File: src/rtl/dac_send_pkg.sv
package dac_send_pkg;

  localparam int unsigned BITS_PER_BYTE = 8;
  localparam int unsigned SLOTS_PER_BYTE = BITS_PER_BYTE + 1;   // data bits plus ack
  localparam int unsigned WR_PER_SLOT = 3;
  localparam int unsigned N_BYTES = 3;
  localparam int unsigned COND_WRITES = 3;
  localparam int unsigned N_WRITES = 2 * COND_WRITES + N_BYTES * SLOTS_PER_BYTE * WR_PER_SLOT;
  localparam int unsigned IDX_W = $clog2(N_WRITES);

  typedef logic [IDX_W-1:0] step_idx_t;

  // Line levels for one step, returned as {data, clock}.
  function automatic logic [1:0] line_levels(input step_idx_t idx,
                                             input logic [7:0] b0,
                                             input logic [7:0] b1,
                                             input logic [7:0] b2);
    int unsigned k, body, slot, ph, byt, pos;
    logic [7:0] cur;
    logic d;
    k = int'(idx);
    if (k < COND_WRITES) begin
      case (k)
        0: return 2'b11;
        1: return 2'b01;
        default: return 2'b00;
      endcase
    end else if (k >= N_WRITES - COND_WRITES) begin
      case (k - (N_WRITES - COND_WRITES))
        0: return 2'b00;
        1: return 2'b01;
        default: return 2'b11;
      endcase
    end
    body = k - COND_WRITES;
    slot = body / WR_PER_SLOT;
    ph = body % WR_PER_SLOT;
    byt = slot / SLOTS_PER_BYTE;
    pos = slot % SLOTS_PER_BYTE;
    cur = (byt == 0) ? b0 : (byt == 1) ? b1 : b2;
    d = (pos == BITS_PER_BYTE) ? 1'b0 : cur[BITS_PER_BYTE-1-pos];
    return {d, (ph == 1)};
  endfunction

endpackage

File: src/rtl/dac_dwell_timer.sv
module dac_dwell_timer #(
  parameter int unsigned DWELL = 1000
) (
  input  logic clk,
  input  logic rst_n,
  input  logic clear,
  input  logic run,
  output logic tick
);
  localparam int unsigned CW = (DWELL < 2) ? 1 : $clog2(DWELL);
  localparam logic [CW-1:0] LAST = CW'(DWELL - 1);

  logic [CW-1:0] cnt;

  assign tick = run && !clear && (cnt == LAST);

  always_ff @(posedge clk or negedge rst_n) begin
    if (!rst_n) cnt <= '0;
    else if (clear || tick) cnt <= '0;
    else if (run) cnt <= cnt + 1'b1;
  end

  AST_CNT_RANGE: assert property (@(posedge clk) disable iff (!rst_n)
    cnt <= LAST);

endmodule

File: src/rtl/dac_step_seq.sv
module dac_step_seq
  import dac_send_pkg::*;
(
  input  logic      clk,
  input  logic      rst_n,
  input  logic      start,
  input  logic      tick,
  output logic      accept,
  output logic      busy,
  output logic      stb,
  output logic      done,
  output step_idx_t idx
);
  localparam step_idx_t LAST_IDX = step_idx_t'(N_WRITES - 1);

  logic at_last;
  logic advance;
  logic finish;

  assign accept  = start && !busy;
  assign at_last = (idx == LAST_IDX);
  assign advance = busy && tick && !at_last;
  assign finish  = busy && tick && at_last;

  always_ff @(posedge clk or negedge rst_n) begin
    if (!rst_n) begin
      busy <= 1'b0;
      stb  <= 1'b0;
      done <= 1'b0;
      idx  <= LAST_IDX;
    end else begin
      stb  <= accept || advance;
      done <= finish;
      if (accept) begin
        busy <= 1'b1;
        idx  <= '0;
      end else if (advance) begin
        idx <= idx + 1'b1;
      end else if (finish) begin
        busy <= 1'b0;
      end
    end
  end

  AST_STB_WHILE_BUSY: assert property (@(posedge clk) disable iff (!rst_n)
    stb |-> busy);
  AST_DONE_ENDS_BUSY: assert property (@(posedge clk) disable iff (!rst_n)
    done |-> (!busy && $past(busy)));
  AST_DONE_SINGLE: assert property (@(posedge clk) disable iff (!rst_n)
    done |=> !done);
  AST_STEP_BY_ONE: assert property (@(posedge clk) disable iff (!rst_n)
    (stb && $past(busy)) |-> (idx == $past(idx) + 1'b1));
  AST_NO_RESTART: assert property (@(posedge clk) disable iff (!rst_n)
    ($past(busy) && busy && stb) |-> (idx != '0));

endmodule

File: src/rtl/dac_line_map.sv
module dac_line_map
  import dac_send_pkg::*;
#(
  parameter int unsigned REG_W   = 8,
  parameter int unsigned CLK_BIT = 0,
  parameter int unsigned DAT_BIT = 1,
  parameter logic [7:0]  BYTE0   = 8'h9C,
  parameter logic [7:0]  BYTE1   = 8'h00
) (
  input  step_idx_t        idx,
  input  logic [7:0]       value,
  input  logic [REG_W-1:0] base,
  output logic [REG_W-1:0] data
);
  logic [1:0] lv;

  always_comb begin
    lv = line_levels(idx, BYTE0, BYTE1, value);
    data = base;
    data[CLK_BIT] = lv[0];
    data[DAT_BIT] = lv[1];
  end

endmodule

File: src/rtl/bias_dac_sender.sv
module bias_dac_sender
  import dac_send_pkg::*;
#(
  parameter int unsigned DWELL   = 1000,
  parameter int unsigned REG_W   = 8,
  parameter int unsigned CLK_BIT = 0,
  parameter int unsigned DAT_BIT = 1
) (
  input  logic             clk,
  input  logic             rst_n,
  input  logic             start_i,
  input  logic [7:0]       value_i,
  input  logic [REG_W-1:0] base_i,
  output logic             busy_o,
  output logic             reg_wr_o,
  output logic [REG_W-1:0] reg_data_o,
  output logic             done_o
);
  logic             accept;
  logic             tick;
  step_idx_t        idx;
  logic [7:0]       value_q;
  logic [REG_W-1:0] base_q;

  always_ff @(posedge clk or negedge rst_n) begin
    if (!rst_n) begin
      value_q <= '0;
      base_q  <= '0;
    end else if (accept) begin
      value_q <= value_i;
      base_q  <= base_i;
    end
  end

  dac_dwell_timer #(.DWELL(DWELL)) u_timer (
    .clk   (clk),
    .rst_n (rst_n),
    .clear (accept),
    .run   (busy_o),
    .tick  (tick)
  );

  dac_step_seq u_seq (
    .clk    (clk),
    .rst_n  (rst_n),
    .start  (start_i),
    .tick   (tick),
    .accept (accept),
    .busy   (busy_o),
    .stb    (reg_wr_o),
    .done   (done_o),
    .idx    (idx)
  );

  dac_line_map #(
    .REG_W   (REG_W),
    .CLK_BIT (CLK_BIT),
    .DAT_BIT (DAT_BIT)
  ) u_map (
    .idx   (idx),
    .value (value_q),
    .base  (base_q),
    .data  (reg_data_o)
  );

  AST_BASE_HELD: assert property (@(posedge clk) disable iff (!rst_n)
    (busy_o && $past(busy_o)) |-> ($stable(base_q) && $stable(value_q)));
  AST_IDLE_HIGH: assert property (@(posedge clk) disable iff (!rst_n)
    !busy_o |-> (reg_data_o[CLK_BIT] && reg_data_o[DAT_BIT]));

endmodule

File: config.mk
export PLATFORM = sky130hd
export DESIGN_NAME = bias_dac_sender
export DESIGN_NICKNAME = d
export VERILOG_FILES = /design/src/rtl/dac_send_pkg.sv /design/src/rtl/dac_dwell_timer.sv /design/src/rtl/dac_step_seq.sv /design/src/rtl/dac_line_map.sv /design/src/rtl/bias_dac_sender.sv
export SDC_FILE = /design/constraint.sdc
export NUM_CORES = 1
export LEC_CHECK = 0
export BUFFER_PORTS_ARGS = -buffer_cell sky130_fd_sc_hd__buf_2
export CORE_UTILIZATION = 45
export CTS_CLUSTER_SIZE = 40
export DETAILED_ROUTE_END_ITERATION = 7
export SYNTH_ARGS = -nofsm -noshare
export SYNTH_HDL_FRONTEND = slang
export SYNTH_SLANG_ARGS = --single-unit
File: constraint.sdc
create_clock -name clk -period 15.4 [get_ports clk]
set_input_delay 2.31 -clock clk [delete_from_list [all_inputs] [get_ports clk]]
set_output_delay 2.31 -clock clk [all_outputs]
set_load 0.03 [all_outputs]
==> metrics <==
CP Class=reg2out; Mapped Cells=540; Crit path required time=13.09 ns; ys async rst share=1.00; first-pass GRT wire length=18400 um; final wirelength=10500 um; RD Place Congestion=0.878; Worst Setup EP=reg_data_o[1]; hpwl dp=7790 um; post-CTS setup buffers=0; net switching power of the design=0.317 mW; skew final=0.00630 ns; H-tree depth=2; worst hold-check path type=reg2reg; share of layout cells above drive strength 1=0.132; VDD IR max=96.4 uV; # fillers=899; drt via density=6.34; internal reg-to-reg setup slack=13.11 ns; CP top delay family=compound AO/OA/AOI/OAI gates; io pins=30; unrepaired setup endpoints after global routing=no; clk_lat worst skew=0.28 ns; RR Endpoint=u_seq.idx[6]; synthesis-to-layout area growth=5.82%; Core Region=8760 sq um; worst path bufs/invs=3; Routed Antenna Nets=0; WP data arrival=8.79 ns; initial antenna violation count=0; Seq pwr share=0.201; worst reg2reg startpoint=u_timer.cnt[0]; PostCTS Resize Cnt=0; Starting Density=0.468; Layout Nets=578; mux share of post-synthesis cell area=0.0177; ANT cells=0; utilization after layout=0.496; Post-synth EDFFs=0; largest net degree at the start of global routing=35; synthesized-area fraction occupied by and/or/nand/nor cells=0.288; Static Leakage=1.77 nW; num rows=34; Worst Reg2Reg Path Length in Cells=7; DRT iter0 DRCs=195; f_max=90.1 MHz; hold violation count in the final report=0; total track usage=0.224; pwr dens=150 nW/um^2; compound-gate portion of the synthesized area=0.337; area of the multi-input gates=3010 sq um; maximum fanout along the worst path=22; WL/cell=16.1 um; Worst-Margin Slew=0.877 ns; Adder-Cell Fraction of Synth Area=0.0424; Vias=4152; Synth Area in XOR/XNOR=0.0466; critical path depth=32; Gate power share=0.670; CTS buffer count=5; top_reg_cell synth=dfrtp_1; Cell Int Power=0.333 mW; Slew headroom=0.411; total gr overflow=0; vias in the first global route=3852; CTS Sinks=34; Clk pwr share=0.129; CP endpoint kind=output pin; final setup violation count=0; DRC=0; Die ar.=9510 sq um; Clock Path Buffers=2; Worst-path clk slew=0.07 ns; status=completed; Cell Area, Synth=4100 sq um; clk root buf=clkbuf_8; commonest non-fill, non-tap cells in the layout=86 x nand2_1, 41 x nor2_1, 30 x dfrtp_1, 29 x o21ai_0, 27 x buf_2; number of synthesized register bits=34; crit path launch=u_seq.idx[0]; Slew Viols, Final=0; Initial DRT Pass Iterations=5; Reg area=856 sq um; Die Wd=97.5 um; worst stage delay on the critical path=0.67 ns; largest family of logic cells by synthesized area=compound AO/OA/AOI/OAI gates; register area share after synthesis=0.209; Ys Warns=0; die height=97.5 um; commonest non-fill, non-tap cell in the layout=nand2_1; post-route minimum period=11.10 ns; CTS Hold Buffers Added=0; total of max-cap violations=0; Fin Setup TNS=0 ns; Startpoint Class=flop; final hold slack=0.480 ns; CTS tree=done; final period utilization=0.721; Distinct cells, synth=96; Crit-path slowest cell=dfrtp_1; crit-path most repeated cell=ha_1; buffers added on ports=27; Switching Share=0.488; syn avg cell area=7.60 sq um
[logic make-up (layout without fill, tap and decap cells)]
kind of cell | Yosys count | after routing
mux | 6 | 6
other cells | 1 | 2
fa+ha+maj | 14 | 14
xor+xnor | 21 | 21
buf+inv | 50 | 56
flops | 34 | 34
compound gates | 179 | 179
simple gates | 235 | 235
[tightest hold or removal path, cell delays in order (launching register included)]
cell	delay (ns)
dfrtp_1	0.35
nand2_1	0.05
nand2_1	0.05
[power by group through the flow]
stage          logic, mW  registers, mW  clock network, mW
2_1_floorplan      0.360          0.124                  0
3_3_place_gp       0.420          0.132                  0
3_5_place_dp       0.429          0.132                  0
4_1_cts            0.431          0.131             0.0861
5_1_grt            0.485          0.134             0.0897
6_report           0.435          0.131             0.0838
[how the worst min path moves through the flow]
stage                           from          to  slack (ns)  cells after the start
final                      base_q[6]   base_q[6]        0.48                      2
after CTS                  base_q[6]   base_q[6]        0.48                      2
after global routing       base_q[6]   base_q[6]        0.50                      2
after floorplan           value_q[5]  value_q[5]        0.45                      2
after global placement     base_q[6]   base_q[6]        0.46                      2
after detailed placement   base_q[7]   base_q[7]        0.46                      2
[layer usage]
| layer | part of all wire | global-route usage |
|---|---|---|
| met1 | 0.49 | 0.323 |
| met2 | 0.45 | 0.362 |
| met3 | 0.045 | 0.0288 |
| met4 | 0.0094 | 0.0373 |
| met5 | 0 | 0 |
[synth_stat cells (6+ instances only)]
cell type,count,share of area
nor3_1,14,0.017
ha_1,13,0.040
a311oi_1,7,0.015
or3_1,6,0.0091
nor2_1,41,0.038
clkbuf_1,16,0.015
nand4_1,9,0.014
xor2_1,6,0.013
o21ai_0,29,0.035
o211ai_1,7,0.013
nand2b_1,6,0.0091
o21ai_1,6,0.0073
buf_2,10,0.012
dfrtp_1,30,0.18
nand3_1,26,0.032
xnor2_1,14,0.030
inv_1,16,0.015
a21oi_1,25,0.030
a32oi_1,6,0.013
nand2_1,86,0.079
a31oi_1,11,0.017
a211oi_1,9,0.016
[sequential cells by signal (all words and copies together) (netlist names)]
register	cells
base_q	6
u_seq.stb	1
u_seq.done	1
u_seq.busy	1
u_timer.cnt	10
u_seq.idx	7
value_q	8
[per-stage QoR]
step                      std cells  setup slack (ns)  cell area [sq um]  power (mW)
after global placement          647              4.91               4230       0.552
after CTS                       655              4.32               4340       0.648
after global routing            655              3.50               4340       0.708
after floorplan                 541              5.78               4110       0.484
final                           655              4.30               4340       0.650
after detailed placement        647              4.69               4230       0.561
[final cells by class]
type,count,share of cell area
clock buffer,7,0.0199
clock inverter,1,0.00691
inverter,18,0.0156
multi-input combinational,457,0.693
sequential,34,0.197
tap,108,0.0311
timing repair buffer,30,0.0363
No activity file was read; power rests on OpenSTA's default activity.
